**config.mk**
```make
export PLATFORM = sky130hd
export DESIGN_NAME = pt_walker
export DESIGN_NICKNAME = d
export VERILOG_FILES = /design/src/rtl/pt_walker_pkg.sv /design/src/rtl/ptw_index.sv /design/src/rtl/ptw_entry.sv /design/src/rtl/ptw_ctrl.sv /design/src/rtl/pt_walker.sv
export SDC_FILE = /design/constraint.sdc
export NUM_CORES = 1
export LEC_CHECK = 0
export BUFFER_PORTS_ARGS = -buffer_cell sky130_fd_sc_hd__buf_4
export CORE_ASPECT_RATIO = 0.6
export CORE_MARGIN = 2
export CORE_UTILIZATION = 42
export CTS_BUF_LIST = sky130_fd_sc_hd__clkbuf_8
export CTS_CLUSTER_DIAMETER = 50
export DETAILED_ROUTE_END_ITERATION = 6
export PLACE_DENSITY = 0.68
export SLEW_MARGIN = 25
export SYNTH_ARGS = -nofsm -noshare
export SYNTH_HDL_FRONTEND = slang
export SYNTH_SLANG_ARGS = --single-unit
```
**constraint.sdc**
```tcl
create_clock -name clk -period 2.5 [get_ports clk]
set_input_delay 0.375 -clock clk [delete_from_list [all_inputs] [get_ports clk]]
set_output_delay 0.375 -clock clk [all_outputs]
set_load 0.05 [all_outputs]
```
**src/rtl/pt_walker_pkg.sv**
```systemverilog
package pt_walker_pkg;

    typedef enum logic [2:0] {
        ST_IDLE    = 3'd0,
        ST_L1_REQ  = 3'd1,
        ST_L1_WAIT = 3'd2,
        ST_L2_REQ  = 3'd3,
        ST_L2_WAIT = 3'd4,
        ST_DONE    = 3'd5
    } walk_state_e;

endpackage

```
**src/rtl/ptw_index.sv**
```systemverilog
module ptw_index #(
    parameter int VA_W    = 32,
    parameter int OFF_W   = 12,
    parameter int IDX_W   = 10,
    parameter int AW      = 32,
    parameter int ENT_SH  = 2
) (
    input  logic [VA_W-1:0]     vaddr,
    input  logic [AW-1:0]       root,
    input  logic [AW-1:0]       base2,
    input  logic [AW-OFF_W-1:0] leaf_frame,
    output logic [AW-1:0]       l1_addr,
    output logic [AW-1:0]       l2_addr,
    output logic [VA_W-OFF_W-1:0] vpn,
    output logic [AW-1:0]       paddr
);
    localparam int PAD_W = AW - IDX_W - ENT_SH;

    logic [IDX_W-1:0] top_idx;
    logic [IDX_W-1:0] mid_idx;
    logic [OFF_W-1:0] offset;

    always_comb begin
        top_idx = vaddr[VA_W-1 -: IDX_W];
        mid_idx = vaddr[OFF_W +: IDX_W];
        offset  = vaddr[OFF_W-1:0];
        vpn     = vaddr[VA_W-1:OFF_W];
        l1_addr = root  + {{PAD_W{1'b0}}, top_idx, {ENT_SH{1'b0}}};
        l2_addr = base2 + {{PAD_W{1'b0}}, mid_idx, {ENT_SH{1'b0}}};
        paddr   = {leaf_frame, offset};
    end
endmodule

```
**src/rtl/ptw_entry.sv**
```systemverilog
module ptw_entry #(
    parameter int AW    = 32,
    parameter int OFF_W = 12
) (
    input  logic [AW-OFF_W-1:0] frame,
    input  logic                vbit,
    output logic [AW-1:0]       base,
    output logic                valid
);
    always_comb begin
        base  = {frame, {OFF_W{1'b0}}};
        valid = vbit;
    end
endmodule

```
**src/rtl/ptw_ctrl.sv**
```systemverilog
module ptw_ctrl
    import pt_walker_pkg::*;
#(
    parameter int VA_W      = 32,
    parameter int OFF_W     = 12,
    parameter int IDX_W     = 10,
    parameter int PTE_W     = 32,
    parameter int VALID_BIT = 0
) (
    input  logic                  clk,
    input  logic                  rst_n,
    input  logic                  miss_valid,
    output logic                  miss_ready,
    input  logic [VA_W-1:0]       miss_vaddr,
    input  logic [PTE_W-1:0]      root_base,
    output logic                  busy,
    output logic                  mem_req_valid,
    input  logic                  mem_req_ready,
    output logic [PTE_W-1:0]      mem_req_addr,
    input  logic                  mem_rsp_valid,
    output logic                  mem_rsp_ready,
    input  logic [PTE_W-1:0]      mem_rsp_data,
    output logic                  done_valid,
    input  logic                  done_ready,
    output logic                  done_fault,
    output logic                  done_level,
    output logic [VA_W-OFF_W-1:0] done_vpn,
    output logic [PTE_W-1:0]      done_pte,
    output logic [PTE_W-1:0]      done_paddr
);
    localparam int AW     = PTE_W;
    localparam int ENT_SH = $clog2(PTE_W / 8);

    typedef struct packed {
        walk_state_e      state;
        logic [VA_W-1:0]  vaddr;
        logic [AW-1:0]    root;
        logic [AW-1:0]    base2;
        logic [PTE_W-1:0] pte;
        logic             fault;
        logic             level;
    } walk_regs_t;

    walk_regs_t r_d, r_q;

    logic [AW-1:0] l1_addr;
    logic [AW-1:0] l2_addr;
    logic [AW-1:0] rsp_base;
    logic          rsp_ok;

    ptw_index #(
        .VA_W(VA_W), .OFF_W(OFF_W), .IDX_W(IDX_W), .AW(AW), .ENT_SH(ENT_SH)
    ) u_index (
        .vaddr      (r_q.vaddr),
        .root       (r_q.root),
        .base2      (r_q.base2),
        .leaf_frame (r_q.pte[PTE_W-1:OFF_W]),
        .l1_addr    (l1_addr),
        .l2_addr    (l2_addr),
        .vpn        (done_vpn),
        .paddr      (done_paddr)
    );

    ptw_entry #(.AW(AW), .OFF_W(OFF_W)) u_rsp_entry (
        .frame (mem_rsp_data[PTE_W-1:OFF_W]),
        .vbit  (mem_rsp_data[VALID_BIT]),
        .base  (rsp_base),
        .valid (rsp_ok)
    );

    always_comb begin
        r_d           = r_q;
        miss_ready    = 1'b0;
        mem_req_valid = 1'b0;
        mem_rsp_ready = 1'b0;
        done_valid    = 1'b0;
        mem_req_addr  = (r_q.state == ST_L1_REQ) ? l1_addr : l2_addr;

        case (r_q.state)
            ST_IDLE: begin
                miss_ready = 1'b1;
                if (miss_valid) begin
                    r_d.vaddr = miss_vaddr;
                    r_d.root  = root_base;
                    r_d.fault = 1'b0;
                    r_d.level = 1'b0;
                    r_d.state = ST_L1_REQ;
                end
            end
            ST_L1_REQ: begin
                mem_req_valid = 1'b1;
                if (mem_req_ready) r_d.state = ST_L1_WAIT;
            end
            ST_L1_WAIT: begin
                mem_rsp_ready = 1'b1;
                if (mem_rsp_valid) begin
                    r_d.pte = mem_rsp_data;
                    if (rsp_ok) begin
                        r_d.base2 = rsp_base;
                        r_d.state = ST_L2_REQ;
                    end else begin
                        r_d.fault = 1'b1;
                        r_d.level = 1'b0;
                        r_d.state = ST_DONE;
                    end
                end
            end
            ST_L2_REQ: begin
                mem_req_valid = 1'b1;
                if (mem_req_ready) r_d.state = ST_L2_WAIT;
            end
            ST_L2_WAIT: begin
                mem_rsp_ready = 1'b1;
                if (mem_rsp_valid) begin
                    r_d.pte   = mem_rsp_data;
                    r_d.fault = ~rsp_ok;
                    r_d.level = 1'b1;
                    r_d.state = ST_DONE;
                end
            end
            ST_DONE: begin
                done_valid = 1'b1;
                if (done_ready) r_d.state = ST_IDLE;
            end
            default: r_d.state = ST_IDLE;
        endcase
    end

    always_ff @(posedge clk) begin
        if (!rst_n) r_q <= '0;
        else        r_q <= r_d;
    end

    assign busy       = (r_q.state != ST_IDLE);
    assign done_fault = r_q.fault;
    assign done_level = r_q.level;
    assign done_pte   = r_q.pte;

    // a pending request keeps valid and address until taken
    a_r7_req_hold: assert property (@(posedge clk) disable iff (!rst_n)
        mem_req_valid && !mem_req_ready |=> mem_req_valid && $stable(mem_req_addr));

    // the result holds until the requester takes it
    a_r8_done_hold: assert property (@(posedge clk) disable iff (!rst_n)
        done_valid && !done_ready |=> done_valid && $stable(done_pte)
                                      && $stable(done_fault) && $stable(done_paddr));

    // no new miss is accepted during a walk
    a_r9_no_accept_busy: assert property (@(posedge clk) disable iff (!rst_n)
        busy |-> !miss_ready);

    // an invalid first-level entry ends the walk with a fault, no second read
    a_r5_l1_fault: assert property (@(posedge clk) disable iff (!rst_n)
        mem_rsp_ready && mem_rsp_valid && !rsp_ok && !mem_req_valid && (r_q.state == ST_L1_WAIT)
        |=> done_valid && done_fault && !done_level);

    // at most one handshake role is active in any cycle
    a_r1_one_role: assert property (@(posedge clk) disable iff (!rst_n)
        $onehot0({miss_ready, mem_req_valid, mem_rsp_ready, done_valid}));
endmodule

```
**src/rtl/pt_walker.sv**
```systemverilog
module pt_walker #(
    parameter int VA_W      = 32,
    parameter int OFF_W     = 12,
    parameter int IDX_W     = 10,
    parameter int PTE_W     = 32,
    parameter int VALID_BIT = 0
) (
    input  logic                  clk,
    input  logic                  rst_n,
    input  logic                  miss_valid,
    output logic                  miss_ready,
    input  logic [VA_W-1:0]       miss_vaddr,
    input  logic [PTE_W-1:0]      root_base,
    output logic                  busy,
    output logic                  mem_req_valid,
    input  logic                  mem_req_ready,
    output logic [PTE_W-1:0]      mem_req_addr,
    input  logic                  mem_rsp_valid,
    output logic                  mem_rsp_ready,
    input  logic [PTE_W-1:0]      mem_rsp_data,
    output logic                  done_valid,
    input  logic                  done_ready,
    output logic                  done_fault,
    output logic                  done_level,
    output logic [VA_W-OFF_W-1:0] done_vpn,
    output logic [PTE_W-1:0]      done_pte,
    output logic [PTE_W-1:0]      done_paddr
);
    ptw_ctrl #(
        .VA_W(VA_W), .OFF_W(OFF_W), .IDX_W(IDX_W),
        .PTE_W(PTE_W), .VALID_BIT(VALID_BIT)
    ) u_ctrl (
        .clk           (clk),
        .rst_n         (rst_n),
        .miss_valid    (miss_valid),
        .miss_ready    (miss_ready),
        .miss_vaddr    (miss_vaddr),
        .root_base     (root_base),
        .busy          (busy),
        .mem_req_valid (mem_req_valid),
        .mem_req_ready (mem_req_ready),
        .mem_req_addr  (mem_req_addr),
        .mem_rsp_valid (mem_rsp_valid),
        .mem_rsp_ready (mem_rsp_ready),
        .mem_rsp_data  (mem_rsp_data),
        .done_valid    (done_valid),
        .done_ready    (done_ready),
        .done_fault    (done_fault),
        .done_level    (done_level),
        .done_vpn      (done_vpn),
        .done_pte      (done_pte),
        .done_paddr    (done_paddr)
    );
endmodule

```
Yosys cells after proc, flatten, opt, wreduce, memory -nomap -nowiden
Index checks and enable logic that the tools add are counted.
{"block": "op_classes", "add_sub_neg": 2, "n_eq_ne": 12, "n_mux": 19, "bitwise": 1, "n_reduce_logical": 11}
{"operator": "2-to-1 mux 34 bit", "count": 2}
{"operator": "2-to-1 mux 67 bit", "count": 1}
{"operator": "adder 32 x 12 -> 32 bit", "count": 2}
{"operator": "case mux 32 bit (2 select lines)", "count": 1}
{"operator": "2-to-1 mux 32 bit", "count": 1}
{"operator": "2-to-1 mux 3 bit", "count": 6}
{"operator": "case mux 3 bit (6 select lines)", "count": 1}
{"operator": "inequality test 2 bit (second input constant)", "count": 7}
{"operator": "== test 3 x 2 -> 1 bit (second input constant)", "count": 2}
{"operator": "== test 3 bit (second input constant)", "count": 2}
{"operator": "case mux 2 bit (3 select lines)", "count": 1}
{"operator": "AND reduction 3 bit", "count": 2}
{"operator": "AND reduction 6 bit", "count": 1}
{"operator": "nonzero test 3 bit", "count": 2}
{"operator": "AND reduction 5 bit", "count": 1}
{"operator": "2-to-1 mux 1 bit", "count": 4}
{"operator": "2-to-1 mux 2 bit", "count": 2}
{"operator": "OR reduction 2 bit", "count": 2}
{"operator": "== test 3 x 1 -> 1 bit (second input constant)", "count": 1}
{"operator": "zero test 3 bit", "count": 1}
{"operator": "AND reduction 2 bit", "count": 1}
{"operator": "nonzero test 2 bit", "count": 1}
{"operator": "NOT 1 bit", "count": 1}
{"block": "word_totals", "ff_bits": 121, "output_inout_bits": 123}

Longest topological paths before layout
{"block": "logic_depth", "depth_word": 3, "mapped_depth": 9}

By module
From an unflattened synthesis, not the netlist that was laid out.
{"block": "hier_totals", "hier_cells": 1036, "hier_area_um2": 7916.3}
{"mod": "ptw_ctrl", "n_inst": 1, "cells_each": 683, "area_each_um2": 5456.5, "seq_area_each_um2": 2662.6}
{"mod": "ptw_index", "n_inst": 1, "cells_each": 319, "area_each_um2": 2208.4, "seq_area_each_um2": 0.0}
{"mod": "ptw_entry", "n_inst": 1, "cells_each": 34, "area_each_um2": 251.5, "seq_area_each_um2": 0.0}

Worst setup path after synthesis
Ideal clock, no wire load.
{"block": "synth_path", "path_kind": "reg-to-output", "start": "reg u_ctrl.r_q[120] (netlist name)", "end": "out mem_req_addr[14]", "arrival_time_ns": 2.727, "t_required_ns": 2.125, "path_slack_ns": -0.602, "path_stages_with_launch": 9, "path_buffers": 0, "path_cell_list": "dfxtp_1 ha_1 fa_1 a21oi_1 o211a_1 o211ai_4 nand4_1 xor2_1 o21ai_0"}
{"block": "synth_between", "elab_chain_cells": 2}
{"item": "start: declaration", "line": "ptw_ctrl.sv:44", "rtl": "walk_regs_t r_d, r_q;"}
{"item": "start signal: assignment", "line": "ptw_ctrl.sv:131", "rtl": "else r_q <= r_d;"}
{"item": "adder 32 x 12 -> 32 bit", "line": "ptw_index.sv:28", "rtl": "l1_addr = root + {{PAD_W{1'b0}}, top_idx, {ENT_SH{1'b0}}};"}
{"item": "2-to-1 mux 32 bit", "line": "ptw_ctrl.sv:77", "rtl": "mem_req_addr = (r_q.state == ST_L1_REQ) ? l1_addr : l2_addr;"}
{"item": "end: declaration", "line": "pt_walker.sv:17", "rtl": "output logic [PTE_W-1:0] mem_req_addr,"}
Every way passes these cells.

Final worst setup path
{"block": "layout_path", "start": "reg u_ctrl.r_q[68] (netlist name)", "end": "out mem_req_addr[25]"}
The elaborated chain is that of the path after synthesis.

==> results by group <==
Place
  • HPWL Detailed: 13100 um
  • DP Area: 7940 um^2
  • Port bufs: 224
  • Dpl cells: 1147
  • GPL Wtd Cong: 0.888

Timing
  • Fmax: 354 MHz
  • Total negative slack: -6180 ps
  • Max transition margin: 0.526
  • Max-slew violation count: 0
  • Hold Slack: between 150 and 200 ps
  • Slew @ Worst Pin: 711 ps
  • Unrepaired setup endpoints after global routing: true
  • Crit share post-route: 1.13
  • Final Hold Vio Count: 0
  • Skew final: 5.86 ps
  • Final setup viols: 25
  • Smallest setup slack after layout: -321 ps
  • Min Tclk post-route: 2820 ps

Setup path
  • FF-to-FF path depth: 7
  • Critical path class: reg2out
  • WP data required: around 2100 ps
  • Crit-path max FO: 15
  • Worst setup path startpoint: u_ctrl.r_q[68]
  • Startpoint types: flop
  • Reg-to-Reg Start: u_ctrl.r_q[131]
  • WP data arrival: 2450 ps
  • CP endpoint kind: output pin

Cells and area
  • Layout Cells excl Fill: about 1200
  • Final net count: 1089
  • Diodes inserted: 0
  • Synth-to-layout area growth: 35.3%
  • Layout cells sized above 1: 0.373
  • Multi-input logic area: 3470 um^2
  • Fill count: between 1000 and 1500
  • Final Util: 0.575
  • Finished Cell Area: approximately 8700 um^2
  • Sequential cell area: 2440 um^2

Routing
  • WL met3: 1760 um
  • Post-Route WL: 18400 um
  • Vias per cell: about 4.9
  • DR top layer: met4
  • Routed len/inst: 15.4 um
  • Routed wl met2: between 7000 and 8000 um
  • ANT nets after route: 0
  • Via count: approximately 5900
  • Metal-1 WL: roughly 9000 um
  • DRC: 0
  • Initial DRC Count: 258
  • Detailed Routing Iterations Pass 1: 6

GRT
  • Number of global-route vias before repair: approximately 5500
  • Largest net degree at the start of global routing: 66
  • Global Route Usage Sum: 0.224
  • Congestion Overflow GR: 0
  • Antenna violations before repair: 0
  • First-pass GRT wire length: 28700 um

CTS
  • H-tree levels: 4
  • Clock transition at path regs: 80 ps
  • Worst-Skew Late Latency: 430 ps
  • Num CTS Buffers: 17
  • # hold bufs at CTS: 0
  • CTS Buffer Depth: 2
  • CTS Sinks: 121
  • CTS tree: built
  • Root Buffer: clkbuf_8

Floorplanning
  • Core Area: 15200 um^2
  • Chip width: 164 um
  • Ports: 225
  • Row count: 35
  • Die area: 16400 um^2
  • Die Ht: ~100 um
  • Starting Density: 0.425

Yosys
  • Synth Instances: 827
  • YS warnings: 0
  • Share of the synthesized area in the top cell type: 0.375
  • Flops & latches, synth: between 100 and 150
  • Post-Synthesis Cell Area: approximately 6500 um^2
  • Post-synth EDFFs: 0
  • Ys flop type: dfxtp_1
  • Post-synth net total: 940
  • FFs w/ async S/R, synth: 0
  • Register area share after synthesis: 0.375
  • Area leader, netlist: dfxtp_1
  • Synth area leaders: dfxtp_1 (37%), nand2_1 (16%), buf_4 (9.9%), a21boi_0 (8.7%), a21boi_1 (4.8%)
  • Syn_area_per_cell: 7.82 um^2
  • Cell variety after synth: 57

Run status
  • Failing checks: negative setup slack
  • Status: finished with violations

Hold path
  • Hold Crit Depth: 3
  • HP Start: root_base[1]
  • Hold crit path type: in2reg

Power and ir drop
  • Power Density: 942 nW/um^2
  • Leakage: approximately 3.7 nW
  • VDD IR-drop max: between 1000 and 1500 uV

Job
  • Max-Cap Viols: 0
==> sequential cells by signal, summed over array words and instances (netlist names) <==
name               count
u_ctrl.done_fault      1
u_ctrl.done_level      1
u_ctrl.done_pte       32
u_ctrl.r_q            87
==> metrics by stage <==
step                      setup slack, ps  power [mW]
final                                -321        8.24
after global routing                 -457        8.69
after CTS                            -358        8.22
after detailed placement            -8.78        6.24
after global placement               39.6        6.22
after floorplan                      29.7        5.20
==> per-layer routing <==
metal  up-vias  GRT usage
met4         0     0.0486
met3        11     0.0814
li1       2953          -
met5         -          0
met1      2719      0.323
met2       194      0.320
==> repair_timing <==
item,4_1_cts,5_1_grt
gates cloned,1,0
pin swaps,24,17
endpoints found under the hold margin,0,0
endpoints found under the setup margin,30,30
setup buffers,6,7
gates resized for setup,52,19
==> cells by family after synthesis <==
family / count (synthesis) / share of synthesized area
AND/OR/NAND/NOR: 345 / 0.229
adder cells (fa/ha/maj): 11 / 0.0225
AO/OA/AOI/OAI: 180 / 0.201
buffers and inverters: 145 / 0.138
multiplexers: 6 / 0.00949
flip-flops: 121 / 0.375
XOR/XNOR: 19 / 0.0257
==> synth_stat cells (12+ instances only) <==
master      n
o21ai_0    21
a21boi_0   75
nand2_1   275
xor2_1     14
clkbuf_1   32
buf_2      15
inv_1      12
dfxtp_1   121
buf_4      85
nor2_1     12
a21boi_1   41
a21oi_1    12
==> worst max-delay path, stage by stage, from the launching register on <==
cell     delay (ps)
dfxtp_2         340
ha_4            160
buf_4           120
a21o_1          180
a21oi_2         160
o21a_1          160
o21ai_2          90
buf_12          160
a41o_2          290
a31oi_4         170
buf_6           180
==> final timing paths <==
kind	endpoint	slack [ps]
worst min-delay path	u_ctrl.r_q[67]	170
worst max-delay path	mem_req_addr[25]	-320
worst min register to register	u_ctrl.r_q[67]	450
worst max register to register	u_ctrl.r_q[131]	700
==> cell type report <==
cell class	instances	share of cell area
Clock buffer	17	0.0268
Clock inverter	15	0.0189
Inverter	12	0.00515
Multi-Input combinational cell	562	0.397
Sequential cell	121	0.279
Tap cell	203	0.0290
Timing Repair Buffer	262	0.245
==> cell usage in the layout (no fill, tap or decap), types with 3 or more instances in the layout <==
| cell type | synthesis | routed |
|---|---|---|
| o31a_1 | 3 | 3 |
| a21oi_1 | 12 | 6 |
| buf_4 | 85 | 232 |
| nand2b_1 | 5 | 4 |
| clkinv_4 | 0 | 4 |
| and2_1 | 10 | 9 |
| a22oi_1 | 4 | 4 |
| nand2_1 | 275 | 273 |
| nand3_1 | 6 | 6 |
| mux2i_1 | 5 | 5 |
| xor2_1 | 14 | 12 |
| a21oi_2 | 0 | 4 |
| buf_12 | 0 | 7 |
| inv_6 | 0 | 6 |
| xnor2_1 | 5 | 3 |
| a21boi_1 | 41 | 41 |
| buf_6 | 1 | 23 |
| o21ai_2 | 1 | 21 |
| o21ai_0 | 21 | 3 |
| nand3b_1 | 3 | 3 |
| dfxtp_1 | 121 | 112 |
| nor2_1 | 12 | 11 |
| clkbuf_8 | 0 | 17 |
| nor3_1 | 7 | 7 |
| inv_1 | 12 | 12 |
| nand4_1 | 9 | 9 |
| ha_4 | 0 | 7 |
| a21boi_0 | 75 | 75 |
| dfxtp_2 | 0 | 8 |
==> power by group <==
part	switching (mW)	internal, mW	total [mW]
clock network	0.890	0.906	1.80
registers	0.231	2.21	2.44
logic	2.65	1.36	4.00
No activity file was read; power rests on OpenSTA's default activity.
